[src/rtl/clkseq_pkg.sv]
package clkseq_pkg;

    typedef enum logic [2:0] {
        SQ_IDLE,
        SQ_DOM_WAIT,
        SQ_READ,
        SQ_WRITE,
        SQ_POLL_RD,
        SQ_POLL_CHK,
        SQ_RELEASE,
        SQ_FINISH
    } seq_state_e;

    localparam logic [1:0] MODE_OFF      = 2'd0;
    localparam logic [1:0] MODE_HW       = 2'd1;
    localparam logic [1:0] MODE_SW       = 2'd2;

    localparam logic [1:0] IDLE_FUNC     = 2'd0;
    localparam logic [1:0] IDLE_IF_QUIET = 2'd2;
    localparam logic [1:0] IDLE_GATED    = 2'd3;

    typedef struct packed {
        seq_state_e st;
        logic       dir_on;
        logic [1:0] mode;
        logic       skip;
        logic       dom;
        logic       fail;
        logic       stby;
    } seq_regs_t;

endpackage

[src/rtl/clkseq_field.sv]
module clkseq_field #(
    parameter int DATA_W   = 32,
    parameter int MODE_LSB = 0,
    parameter int IDLE_LSB = 16,
    parameter int STBY_BIT = 18
) (
    input  logic [DATA_W-1:0] rd_word,
    input  logic              dir_on,
    input  logic [1:0]        mode,
    output logic [DATA_W-1:0] wr_word,
    output logic              up_ok,
    output logic              down_ok,
    output logic              stby_bit
);
    import clkseq_pkg::*;

    localparam logic [DATA_W-1:0] MODE_MASK = DATA_W'(3) << MODE_LSB;

    logic [1:0]        idle_code;
    logic [DATA_W-1:0] mode_ins;

    always_comb begin
        mode_ins  = dir_on ? (DATA_W'(mode) << MODE_LSB) : '0;
        wr_word   = (rd_word & ~MODE_MASK) | mode_ins;
        idle_code = rd_word[IDLE_LSB +: 2];
        up_ok     = (idle_code == IDLE_FUNC) || (idle_code == IDLE_IF_QUIET);
        down_ok   = (idle_code == IDLE_GATED);
        stby_bit  = rd_word[STBY_BIT];
    end

endmodule

[src/rtl/clkseq_tmo.sv]
module clkseq_tmo #(
    parameter int UP_LIMIT   = 2000,
    parameter int DOWN_LIMIT = 5000
) (
    input  logic clk,
    input  logic rst_n,
    input  logic clear,
    input  logic run,
    input  logic tick,
    input  logic dir_on,
    output logic expired
);
    localparam int MAX_LIM = (UP_LIMIT > DOWN_LIMIT) ? UP_LIMIT : DOWN_LIMIT;
    localparam int CNT_W   = $clog2(MAX_LIM + 1);
    localparam logic [CNT_W-1:0] UP_CNT   = CNT_W'(UP_LIMIT);
    localparam logic [CNT_W-1:0] DOWN_CNT = CNT_W'(DOWN_LIMIT);
    localparam logic [CNT_W-1:0] SAT_CNT  = CNT_W'(MAX_LIM);

    logic [CNT_W-1:0] cnt_d, cnt_q;

    always_comb begin
        cnt_d = cnt_q;
        if (clear) begin
            cnt_d = '0;
        end else if (run && tick && (cnt_q != SAT_CNT)) begin
            cnt_d = cnt_q + 1'b1;
        end
        expired = cnt_q >= (dir_on ? UP_CNT : DOWN_CNT);
    end

    always_ff @(posedge clk or negedge rst_n) begin
        if (!rst_n) begin
            cnt_q <= '0;
        end else begin
            cnt_q <= cnt_d;
        end
    end

endmodule

[src/rtl/clkseq_fsm.sv]
module clkseq_fsm (
    input  logic       clk,
    input  logic       rst_n,
    input  logic       cmd_valid,
    input  logic       cmd_enable,
    input  logic [1:0] cfg_mode,
    input  logic       cfg_skip_poll,
    input  logic       dom_ack,
    input  logic       dom_fail,
    input  logic       up_ok,
    input  logic       down_ok,
    input  logic       stby_bit,
    input  logic       expired,
    output logic       busy,
    output logic       done,
    output logic       err,
    output logic       dom_req,
    output logic       rd_stb,
    output logic       wr_stb,
    output logic       tmo_clear,
    output logic       tmo_run,
    output logic       dir_on,
    output logic [1:0] mode,
    output logic       stby
);
    import clkseq_pkg::*;

    seq_regs_t r_d, r_q;
    logic      settled;
    seq_state_e after_wait;

    always_comb begin
        r_d        = r_q;
        settled    = r_q.dir_on ? up_ok : down_ok;
        after_wait = r_q.dir_on ? SQ_FINISH : SQ_RELEASE;
        case (r_q.st)
            SQ_IDLE: begin
                if (cmd_valid) begin
                    r_d.dir_on = cmd_enable;
                    r_d.mode   = cfg_mode;
                    r_d.skip   = cfg_skip_poll;
                    r_d.fail   = 1'b0;
                    if (cmd_enable) begin
                        r_d.dom = 1'b1;
                        r_d.st  = SQ_DOM_WAIT;
                    end else begin
                        r_d.st = (cfg_mode == MODE_OFF) ? SQ_RELEASE : SQ_READ;
                    end
                end
            end
            SQ_DOM_WAIT: begin
                if (dom_fail) begin
                    r_d.fail = 1'b1;
                    r_d.dom  = 1'b0;
                    r_d.st   = SQ_FINISH;
                end else if (dom_ack) begin
                    r_d.st = (r_q.mode == MODE_OFF) ? SQ_FINISH : SQ_READ;
                end
            end
            SQ_READ: begin
                r_d.st = SQ_WRITE;
            end
            SQ_WRITE: begin
                r_d.stby = stby_bit;
                r_d.st   = r_q.skip ? after_wait : SQ_POLL_RD;
            end
            SQ_POLL_RD: begin
                r_d.st = SQ_POLL_CHK;
            end
            SQ_POLL_CHK: begin
                r_d.stby = stby_bit;
                if (settled) begin
                    r_d.st = after_wait;
                end else if (expired) begin
                    r_d.fail = r_q.dir_on;
                    r_d.st   = after_wait;
                end else begin
                    r_d.st = SQ_POLL_RD;
                end
            end
            SQ_RELEASE: begin
                r_d.dom = 1'b0;
                r_d.st  = SQ_FINISH;
            end
            SQ_FINISH: begin
                r_d.st = SQ_IDLE;
            end
            default: begin
                r_d.st = SQ_IDLE;
            end
        endcase
    end

    always_ff @(posedge clk or negedge rst_n) begin
        if (!rst_n) begin
            r_q <= '{st: SQ_IDLE, dir_on: 1'b0, mode: MODE_OFF, skip: 1'b0,
                     dom: 1'b0, fail: 1'b0, stby: 1'b0};
        end else begin
            r_q <= r_d;
        end
    end

    always_comb begin
        busy      = (r_q.st != SQ_IDLE);
        done      = (r_q.st == SQ_FINISH);
        err       = done && r_q.fail;
        dom_req   = r_q.dom;
        rd_stb    = (r_q.st == SQ_READ) || (r_q.st == SQ_POLL_RD);
        wr_stb    = (r_q.st == SQ_WRITE);
        tmo_clear = (r_q.st == SQ_WRITE);
        tmo_run   = (r_q.st == SQ_POLL_RD) || (r_q.st == SQ_POLL_CHK);
        dir_on    = r_q.dir_on;
        mode      = r_q.mode;
        stby      = r_q.stby;
    end

endmodule

[src/rtl/modclk_seq.sv]
module modclk_seq #(
    parameter int DATA_W       = 32,
    parameter int MODE_LSB     = 0,
    parameter int IDLE_LSB     = 16,
    parameter int STBY_BIT     = 18,
    parameter int EN_LIMIT_US  = 2000,
    parameter int DIS_LIMIT_US = 5000
) (
    input  logic              clk,
    input  logic              rst_n,
    input  logic              cmd_valid,
    input  logic              cmd_enable,
    output logic              cmd_busy,
    output logic              cmd_done,
    output logic              cmd_err,
    input  logic [1:0]        cfg_mode,
    input  logic              cfg_skip_poll,
    output logic              dom_req,
    input  logic              dom_ack,
    input  logic              dom_fail,
    output logic              bus_rd,
    output logic              bus_wr,
    output logic [DATA_W-1:0] bus_wdata,
    input  logic [DATA_W-1:0] bus_rdata,
    input  logic              us_tick,
    output logic              standby
);
    logic       up_ok, down_ok, stby_bit, expired;
    logic       tmo_clear, tmo_run, dir_on;
    logic [1:0] mode;

    clkseq_field #(
        .DATA_W   (DATA_W),
        .MODE_LSB (MODE_LSB),
        .IDLE_LSB (IDLE_LSB),
        .STBY_BIT (STBY_BIT)
    ) u_field (
        .rd_word  (bus_rdata),
        .dir_on   (dir_on),
        .mode     (mode),
        .wr_word  (bus_wdata),
        .up_ok    (up_ok),
        .down_ok  (down_ok),
        .stby_bit (stby_bit)
    );

    clkseq_tmo #(
        .UP_LIMIT   (EN_LIMIT_US),
        .DOWN_LIMIT (DIS_LIMIT_US)
    ) u_tmo (
        .clk     (clk),
        .rst_n   (rst_n),
        .clear   (tmo_clear),
        .run     (tmo_run),
        .tick    (us_tick),
        .dir_on  (dir_on),
        .expired (expired)
    );

    clkseq_fsm u_fsm (
        .clk           (clk),
        .rst_n         (rst_n),
        .cmd_valid     (cmd_valid),
        .cmd_enable    (cmd_enable),
        .cfg_mode      (cfg_mode),
        .cfg_skip_poll (cfg_skip_poll),
        .dom_ack       (dom_ack),
        .dom_fail      (dom_fail),
        .up_ok         (up_ok),
        .down_ok       (down_ok),
        .stby_bit      (stby_bit),
        .expired       (expired),
        .busy          (cmd_busy),
        .done          (cmd_done),
        .err           (cmd_err),
        .dom_req       (dom_req),
        .rd_stb        (bus_rd),
        .wr_stb        (bus_wr),
        .tmo_clear     (tmo_clear),
        .tmo_run       (tmo_run),
        .dir_on        (dir_on),
        .mode          (mode),
        .stby          (standby)
    );

endmodule

[config.mk]
export PLATFORM = sky130hd
export DESIGN_NAME = modclk_seq
export DESIGN_NICKNAME = d
export VERILOG_FILES = /design/src/rtl/clkseq_pkg.sv /design/src/rtl/clkseq_field.sv /design/src/rtl/clkseq_tmo.sv /design/src/rtl/clkseq_fsm.sv /design/src/rtl/modclk_seq.sv
export SDC_FILE = /design/constraint.sdc
export NUM_CORES = 1
export LEC_CHECK = 0
export BUFFER_PORTS_ARGS = -buffer_cell sky130_fd_sc_hd__buf_4
export CORE_AREA = 3 3 70 72
export DETAILED_ROUTE_END_ITERATION = 8
export DIE_AREA = 0 0 73 75
export HOLD_SLACK_MARGIN = 0.12
export PLACE_DENSITY_LB_ADDON = 0.2
export SYNTH_ARGS = -nofsm -noshare
export SYNTH_HDL_FRONTEND = slang
export SYNTH_HIERARCHICAL = 1
export SYNTH_SLANG_ARGS = --single-unit
[constraint.sdc]
create_clock -name clk -period 2.5 [get_ports clk]
set_input_delay 0.25 -clock clk [delete_from_list [all_inputs] [get_ports clk]]
set_output_delay 0.25 -clock clk [all_outputs]
set_load 0.005 [all_outputs]
==> results of run 1 <==
## synth_stat cells, types with 2 or more instances
cell type and instances:
dfrtp_1 23, nand4_1 4, mux2i_1 4, and2_1 5, nor3_1 3, xor2_1 4
inv_1 13, or3_1 6, ha_1 7, o211ai_1 2, xnor2_1 3, buf_4 36
nand3_1 4, mux2_2 5, nand2_1 4, a21oi_1 8, and4_1 2, o21ai_0 11
nor2_1 18
## repair_timing
item / CTS / global route
hold endpoints to repair: 23 / 0
hold buffers: 1 / 0
gates resized for setup: 0 / 1
endpoints found under the setup margin: 0 / 1
## cell type report
cell class | instances | area (sq um) | area share
multi-input cells | 111 | 805 | 0.457
well taps | 52 | 65.1 | 0.0370
repair buffers | 29 | 220 | 0.125
inverters | 13 | 48.8 | 0.0277
flip-flops and latches | 23 | 576 | 0.327
clock buffers | 4 | 45.0 | 0.0256
## sequential cells by signal, indices dropped and copies added (netlist names)
| signal | flops |
|---|---|
| u_fsm/dom_req | 1 |
| u_fsm/mode | 2 |
| u_fsm/dir_on | 1 |
| u_tmo/cnt_q | 13 |
| u_fsm/r_q | 5 |
| u_fsm/stby | 1 |
## metal layers
metal,vias up,track usage,wire length (um)
met5,-,0,0
met4,0,0.0553,52
met3,10,0.0360,220
met2,41,0.244,1680
met1,608,0.154,1520
li1,606,-,-
## per-stage QoR
step            util  power (uW)  cell area (sq um)  std cells
2_1_floorplan      -        1230               1710        185
5_1_grt        0.404        1830               1760        232
3_5_place_dp   0.391        1420               1700        227
3_3_place_gp   0.391        1410               1700        227
4_1_cts        0.404        1680               1760        232
6_report       0.404        1660               1760        232
## power by group
part	switching [uW]	total [uW]	leakage (uW)	internal (uW)
Combinational	402	794	0.000487	392
Clock	122	236	0.0000228	114
Sequential	138	625	0.000297	486
## cells by family (layout without fill, tap and decap cells)
group                    count (synthesis)  after routing  share of synthesized area
AO/OA/AOI/OAI                           33             33                      0.142
XOR/XNOR                                 7              7                     0.0358
adder cells (fa/ha/maj)                  7              7                     0.0511
buffers and inverters                   51             46                      0.195
flip-flops                              23             23                      0.336
multiplexers                             9              9                     0.0562
AND/OR/NAND/NOR                         55             55                      0.185
## final timing paths
| check | start | endpoint | slack (ps) | depth (start not counted) |
|---|---|---|---|---|
| max in group asynchronous | rst_n | u_tmo/cnt_q[9] | 1840 | 2 |
| max | u_tmo/cnt_q[0] | u_fsm/r_q[1] | 310 | 8 |
| min reg2reg | u_fsm/stby | u_fsm/stby | 520 | 1 |
| min | dom_fail | u_fsm/dom_req | 210 | 2 |
| min in group asynchronous | rst_n | u_fsm/r_q[3] | 410 | 2 |
| max reg2reg | u_tmo/cnt_q[0] | u_fsm/r_q[1] | 310 | 8 |
==> impl_metrics.csv, run 1 <==
group,metric,value,unit
placed_design,numPortBuffers,24,
timing,min_period,2190,ps
placed_design,dp_slack,255,ps
global_route,track_usage,0.136,
floorplanning,ios,81,
synth,ys_types,42,
synth,synth_edf_count,0,
clocking,path_clk_slew,90,ps
power_and_ir_drop,vdd_drop_max,0.000380,V
synth,synthTopCellsByArea,"dfrtp_1, buf_4, ha_1",
floorplanning,start_util,0.394,
power_and_ir_drop,p_per_area,941,nW/um^2
power_and_ir_drop,leakagePower,0.000806,uW
floorplanning,rows,24,
clocking,htree_levels,1,
setup_path,critPathLaunchType,"flip-flop",
global_route,grt_pass1_wl,5840,um
timing,layout_setup_ws,310,ps
global_route,antenna_found_initial,0,
floorplanning,dieHeight,75,um
timing,finalSetupTns,0,ps
floorplanning,die_w,73,um
job,maxCapViolCount,0,
timing,final_hold_viol_count,0,
clocking,cts_sinks,23,
synth,synth_warnings,6,
synth,synth_top_area_cell,"dfrtp_1",
global_route,grt_start_max_net_pins,24,
timing,period_share,0.876,
setup_path,crit_chain,"inv_1, ha_1, or3b_4, o21ai_0, a2111oi_0, o311ai_1, a41oi_1, mux2i_1",
timing,fmax,457,MHz
floorplanning,die_area,5480,sq um
global_route,overflow,0,
timing,tightest_slew,452,ps
synth,synth.net_count,234,
drt,drt_pass1_iterations,4,
floorplanning,core,4350,sq um
worst_hold_path,hold_class,"in -> reg",
timing,rsz0062_at_grt,"false",
clocking,post_cts_buffers,0,
timing,drv_slew,0,
drt,drc,0,
global_route,grt_pass1_vias,1302,
finish,antenna_cells,0,
finish,layout.cells.most_common,"buf_4",
synth,async_reset_ff_frac,1.00,
synth,synth_area,1710,sq um
drt,post_drt_wl_per_cell,14.9,um
clocking,cts_tree,"built",
drt,vias_per_cell,5.45,
finish,layout_common_cells,"buf_4, dfrtp_1, nor2_1",
clocking,cts_buffer_depth,2,
setup_path,crit_type,"reg -> reg",
setup_path,required,2690,ps
placed_design,place_congestion,0.811,
synth,seq_area_frac_synth,0.336,
drt,antenna_left,0,
synth,ys.flop_type,"dfrtp_1",
clocking,numCtsBuffers,3,
drt,vias,1265,
synth,synth_top_area_frac,0.336,
setup_path,cp-end-kind,"flip-flop",
synth,avgSynthCellArea,9.27,sq um
finish,drive_above_1_share,0.244,
timing,fin_hold_ws,211,ps
timing,fin_worst_skew,5.81,ps
finish,areaGrowthSynthToFinish,2.63,%
setup_path,crit_slowest_cell,"a2111oi_0",
setup_path,critPathMaxStageDelay,480,ps
finish,fin_nets,230,
clocking,cts-root-buf,"clkbuf_8",
setup_path,path_max_fanout,5,
timing,relSlewSlack,0.691,
finish,fillers,434,
drt,totalWireLength,3470,um
drt,drt-initial-drc-count,60,
timing,finalSetupViolCount,0,
clocking,clk-insertion-delay-late,270,ps
status,status,"complete, no violations",
setup_path,critical-path-top-delay-family,"compound AO/OA/AOI/OAI gates",
synth,ys_ff_latch,23,
placed_design,dp_hpwl,2640,um
setup_path,crit_buf_inv,1,
setup_path,arrival,2380,ps
synth,synth_cells,185,
Note: power is estimated with default switching activity, not from simulation.
==> run 2: changes to the inputs <==
--- a/config.mk
+++ b/config.mk
@@ -5,12 +5,13 @@
 export SDC_FILE = /design/constraint.sdc
 export NUM_CORES = 1
 export LEC_CHECK = 0
+export ABC_AREA = 1
 export BUFFER_PORTS_ARGS = -buffer_cell sky130_fd_sc_hd__buf_4
-export CORE_AREA = 3 3 70 72
+export CORE_AREA = 3 3 76 78
 export DETAILED_ROUTE_END_ITERATION = 8
-export DIE_AREA = 0 0 73 75
+export DIE_AREA = 0 0 79 81
 export HOLD_SLACK_MARGIN = 0.12
-export PLACE_DENSITY_LB_ADDON = 0.2
+export PLACE_DENSITY = 0.69
 export SYNTH_ARGS = -nofsm -noshare
 export SYNTH_HDL_FRONTEND = slang
 export SYNTH_HIERARCHICAL = 1
==> impl_metrics.csv, run 2 <==
group,metric,value,unit
synth,muxShareOfSynthArea,0.0221,
setup_path,r2r_slack,470,ps
synth,synthTopCellsByArea,"dfrtp_1, nand2_1, buf_4",
synth,synth_simple_gate_area_frac,0.353,
worst_hold_path,hold_class,"in -> reg",
timing,drv_slew,0,
drt,totalWireLength,3900,um
power_and_ir_drop,leakagePower,0.00111,uW
synth,synth_top_area_frac,0.282,
synth,synthXorXnorAreaFrac,0.0258,
synth,async_reset_ff_frac,1.00,
setup_path,worstSetupStartpoint,"u_fsm/dir_on",
clocking,post_cts_buffers,0,
synth,ys.flop_type,"dfrtp_1",
power_and_ir_drop,vdd_drop_max,0.000375,V
drt,drt-initial-drc-count,67,
finish,layout.cells.most_common,"nand2_1",
synth,synth_warnings,6,
global_route,grt_start_max_net_pins,24,
clocking,cts_sinks,23,
setup_path,required,2670,ps
drt,drc,0,
synth,yosys-top-cells-count,"nand2_1, nor2_1, buf_4",
synth,synth_top_family_by_area,"simple AND/OR/NAND/NOR gates",
drt,antenna_left,0,
timing,final_hold_viol_count,0,
setup_path,cp-end-kind,"flip-flop",
synth,synth.net_count,339,
setup_path,crit_type,"reg -> reg",
floorplanning,rows,26,
floorplanning,dieHeight,81,um
drt,vias_per_cell,4.65,
drt,post_drt_wl_per_cell,11.1,um
global_route,antenna_found_initial,0,
worst_hold_path,whs_endpoint,"u_fsm/r_q[3]",
timing,fin_hold_ws,207,ps
synth,synth_top_area_cell,"dfrtp_1",
floorplanning,core,5140,sq um
floorplanning,ios,81,
timing,finalSetupViolCount,0,
synth,synth_compound_area_frac,0.0626,
floorplanning,die_w,79,um
synth,synth_cells,290,
timing,relSlewSlack,0.762,
drt,drt_pass1_iterations,4,
synth,synth_area,2040,sq um
setup_path,r2r_end,"u_fsm/r_q[7]",
clocking,numCtsBuffers,3,
timing,fin_worst_skew,3.67,ps
timing,tightest_slew,356,ps
synth,synth_edf_count,0,
timing,finalSetupTns,0,ps
placed_design,dp_hpwl,3070,um
finish,fin_nets,332,
worst_hold_path,min-delay-start,"cfg_skip_poll",
synth,yosysMostFrequentCell,"nand2_1",
timing,period_share,0.810,
setup_path,ff2ff_path_depth,14,
finish,areaGrowthSynthToFinish,2.09,%
floorplanning,start_util,0.397,
power_and_ir_drop,p_per_area,845,nW/um^2
finish,antenna_cells,0,
clocking,cts-root-buf,"clkbuf_8",
global_route,overflow,0,
timing,fmax,494,MHz
finish,largest_reg_flops,13,
global_route,track_usage,0.133,
setup_path,reg2reg_from,"u_fsm/dir_on",
synth,avgSynthCellArea,7.03,sq um
status,status,"complete, no violations",
synth,ys_ff_latch,23,
synth,ys_types,34,
clocking,htree_levels,1,
synth,synthAdderAreaFrac,0.0429,
clocking,cts_buffer_depth,2,
floorplanning,die_area,6400,sq um
placed_design,place_congestion,0.833,
timing,min_period,2030,ps
drt,vias,1637,
clocking,path_clk_slew,80,ps
setup_path,critPathLaunchType,"flip-flop",
worst_hold_path,min_path_cells,2,
clocking,cts_tree,"built",
global_route,grt_pass1_wl,6920,um
synth,seq_area_frac_synth,0.282,
global_route,grt_pass1_vias,1594,
timing,rsz0062_at_grt,"false",
job,maxCapViolCount,0,
finish,top_register,"u_tmo/cnt_q",
finish,drive_above_1_share,0.206,
clocking,clk-insertion-delay-late,270,ps
placed_design,numPortBuffers,24,
finish,layout_common_cells,"nand2_1, nor2_1, inv_1",
setup_path,path_max_fanout,8,
setup_path,arrival,2190,ps
==> run 2: cell count changes in the layout (fill, tap and decap cells not counted), moves of 7 or more <==
cell / before / now
inv_1: 13 / 33
nand2_1: 4 / 74
nand3_1: 4 / 19
nor2_1: 18 / 35
nor2_2: 0 / 7
o21ai_0: 11 / 3
==> run 2: worst max-delay path by stage <==
stage | to | slack (ps) | cells past startpoint
after floorplan | u_fsm/r_q[7] | 760 | 14
after global placement | u_fsm/r_q[7] | 530 | 14
after detailed placement | u_fsm/r_q[7] | 480 | 14
after CTS | u_fsm/r_q[7] | 460 | 14
after global routing | u_fsm/r_q[7] | 240 | 14
final | u_fsm/r_q[7] | 470 | 14
==> run 2: cell type report <==
class                      count  area [sq um]
sequential                    23           576
timing repair buffer          25           190
clock buffer                   3          41.3
tap                           70          87.6
fill                         576          3060
inverter                      39           150
multi-input combinational    191          1030
clock inverter                 1          5.00
==> run 2: routing by layer <==
layer,share of wire,track usage
met4,0.023,0.0584
met1,0.48,0.178
met3,0.053,0.0200
met2,0.45,0.215
met5,0,0
==> run 2: cells by family after synthesis <==
logic type,count (synthesis)
buffers and inverters,76
DFF,23
adders and majority gates,7
muxes,3
AOI/OAI and AO/OA,19
and+or+nand+nor,156
xor gates and xnor gates,6
==> run 2: what timing repair did <==
action,CTS,global route
resized for setup,0,0
endpoints found under the hold margin,23,0
hold buffers,1,0
==> run 2: through the flow <==
step	utilization	worst slack, ps	power, uW	instances	instance area (sq um)
floorplan	-	760	1370	290	2040
global placement	0.394	531	1520	347	2030
detailed placement	0.394	484	1540	347	2030
CTS	0.405	465	1780	352	2080
global route	0.405	236	1940	352	2080
finish	0.405	474	1760	352	2080
==> run 2: where the power goes <==
group / internal [uW] / switching, uW / total (uW)
sequential: 479 / 159 / 638
clock: 111 / 123 / 234
combinational: 368 / 518 / 886
total: 959 / 800 / 1760
==> run 2: worst max-delay path: stages, from the launching register on <==
cell,delay [ps]
dfrtp_1,500
inv_1,150
ha_1,340
inv_1,80
o21bai_1,70
a41oi_1,160
nand3_1,130
inv_1,70
nand3_1,80
nand2_2,80
nand2_1,50
nand2_1,60
nand3_1,70
nand2_1,60
inv_1,40
==> run 3: changes to the inputs <==
--- a/config.mk
+++ b/config.mk
@@ -11,7 +11,7 @@
 export DETAILED_ROUTE_END_ITERATION = 8
 export DIE_AREA = 0 0 79 81
 export HOLD_SLACK_MARGIN = 0.12
-export PLACE_DENSITY = 0.69
+export PLACE_DENSITY = 0.72
 export SYNTH_ARGS = -nofsm -noshare
 export SYNTH_HDL_FRONTEND = slang
 export SYNTH_HIERARCHICAL = 1
==> constraint.sdc (replaced) <==
create_clock -name clk -period 1.8 [get_ports clk]
set_input_delay 0.18 -clock clk [delete_from_list [all_inputs] [get_ports clk]]
set_output_delay 0.18 -clock clk [all_outputs]
set_load 0.005 [all_outputs]
==> impl_metrics.csv, run 3 (same netlist as run 2, synthesis figures left out) <==
group,metric,value,unit
clocking,cts_sinks,23,
timing,tightest_slew,362,ps
floorplanning,core,5140,sq um
clocking,path_clk_slew,90,ps
finish,layout_common_cells,"nand2_1, nor2_1, buf_4",
power_and_ir_drop,clock_power_share,0.127,
global_route,grt_start_max_net_pins,24,
finish,drive_above_1_share,0.260,
finish,finalNonFillerCells,362,
drt,drc,0,
timing,period_share,0.964,
finish,top_register,"u_tmo/cnt_q",
setup_path,cp-endpoint,"u_fsm/r_q[7]",
floorplanning,ios,81,
setup_path,critPathLaunchType,"flip-flop",
clocking,cts_tree,"built",
power_and_ir_drop,vdd_drop_max,0.000551,V
floorplanning,die_area,6400,sq um
power_and_ir_drop,seqPwrFrac,0.330,
placed_design,dpl-instance-area,2090,sq um
finish,fin_nets,342,
timing,fin_hold_ws,140,ps
timing,drv_slew,0,
setup_path,ff2ff_path_depth,14,
drt,antenna_left,0,
timing,rsz0062_at_grt,"true",
power_and_ir_drop,total_power,2580,uW
floorplanning,start_util,0.397,
drt,drt-initial-drc-count,62,
finish,largest_reg_flops,13,
timing,min_period,1730,ps
power_and_ir_drop,switchingPower,1150,uW
drt,post_drt_wl_per_cell,11.5,um
power_and_ir_drop,p_int,1430,uW
setup_path,cp-end-kind,"flip-flop",
global_route,track_usage,0.132,
status,status,"complete, no violations",
timing,fin_worst_skew,4.84,ps
timing,finalSetupTns,0,ps
finish,areaGrowthSynthToFinish,8.40,%
floorplanning,die_w,79,um
global_route,grt_pass1_vias,1591,
drt,drt_pass1_iterations,4,
global_route,antenna_found_initial,0,
clocking,cts-root-buf,"clkbuf_8",
setup_path,r2r_end,"u_fsm/r_q[7]",
placed_design,numPortBuffers,24,
placed_design,place_congestion,0.846,
setup_path,r2r_slack,70,ps
power_and_ir_drop,comb_power_share,0.543,
power_and_ir_drop,switching_share,0.447,
finish,antenna_cells,0,
timing,fmax,577,MHz
setup_path,required,1970,ps
placed_design,dp_hpwl,3200,um
setup_path,worstSetupStartpoint,"u_fsm/dir_on",
worst_hold_path,min_path_cells,2,
clocking,cts_buffer_depth,2,
power_and_ir_drop,p_per_area,1170,nW/um^2
drt,vias_per_cell,4.69,
floorplanning,rows,26,
drt,totalWireLength,4150,um
drt,vias,1699,
clocking,htree_levels,1,
setup_path,reg2reg_from,"u_fsm/dir_on",
finish,finish.instance_area,2210,sq um
setup_path,crit_type,"reg -> reg",
global_route,overflow,0,
power_and_ir_drop,leakagePower,0.00117,uW
setup_path,arrival,1900,ps
timing,finalSetupViolCount,0,
clocking,numCtsBuffers,3,
timing,relSlewSlack,0.759,
worst_hold_path,hold_class,"in -> reg",
global_route,grt_pass1_wl,6830,um
job,maxCapViolCount,0,
finish,layout.cells.most_common,"nand2_1",
setup_path,path_max_fanout,4,
timing,final_hold_viol_count,0,
floorplanning,dieHeight,81,um
clocking,clk-insertion-delay-late,260,ps
placed_design,place_inst,356,
-- run 3: cell count changes in the layout (fill, tap and decap cells not counted), sizes merged --
cell,previous run,this run
buf,24,34
clkinv,2,1
clkbuf,3,4
-- run 3: worst min path at each step --
stage,startpoint,endpoint,slack [ps]
2_1_floorplan,rst_n,u_fsm/dir_on,-120
3_3_place_gp,rst_n,u_tmo/cnt_q[0],100
3_5_place_dp,rst_n,u_tmo/cnt_q[5],100
4_1_cts,cfg_skip_poll,u_fsm/r_q[3],140
5_1_grt,cfg_skip_poll,u_fsm/r_q[3],130
6_report,cfg_skip_poll,u_fsm/r_q[3],140
-- run 3: per-layer routing --
metal  global-route usage  up-vias  part of all wire
li1                     -      877                 -
met1                0.167      772              0.46
met2                0.228       44              0.47
met3               0.0233        6             0.060
met4               0.0395        0             0.013
met5                    0        -                 0
-- run 3: area by class of cell --
class	count	area, sq um
clock buffer	4	45.0
timing repair buffer	35	265
fill	561	2930
sequential	23	576
multi-input combinational	191	1090
tap	70	87.6
inverter	39	150
-- run 3: what timing repair did --
action / 4_1_cts / 5_1_grt
setup buffers: 0 / 1
gates cloned: 0 / 0
hold buffers: 1 / 0
resized for setup: 1 / 8
pin swaps: 0 / 6
endpoints found under the setup margin: 1 / 2
endpoints found under the hold margin: 23 / 0
-- run 3: stage by stage --
step | util | setup WS (ps)
floorplan | - | 59.9
global placement | 0.407 | 42.0
detailed placement | 0.407 | 12.1
CTS | 0.418 | 38.1
global route | 0.430 | -82.9
finish | 0.430 | 65.7
-- run 3: critical path, cell delays in order (launching register included) --
cell and delay (ps):
dfrtp_1 410, inv_2 130, ha_4 220, inv_2 50
o21bai_1 80, a41oi_2 200, nand3_2 110, inv_2 60
nand3_2 70, nand2_2 80, nand2_1 50, nand2_1 50
nand3_1 60, nand2_1 60, inv_1 30
-- run 3: power by group through the flow --
| stage | logic, uW | clock network (uW) | registers (uW) |
|---|---|---|---|
| 6_report | 1400 | 327 | 853 |
| 4_1_cts | 1350 | 339 | 850 |
| 3_5_place_dp | 1350 | 0 | 861 |
| 5_1_grt | 1600 | 360 | 873 |
| 3_3_place_gp | 1320 | 0 | 852 |
| 2_1_floorplan | 1070 | 0 | 824 |
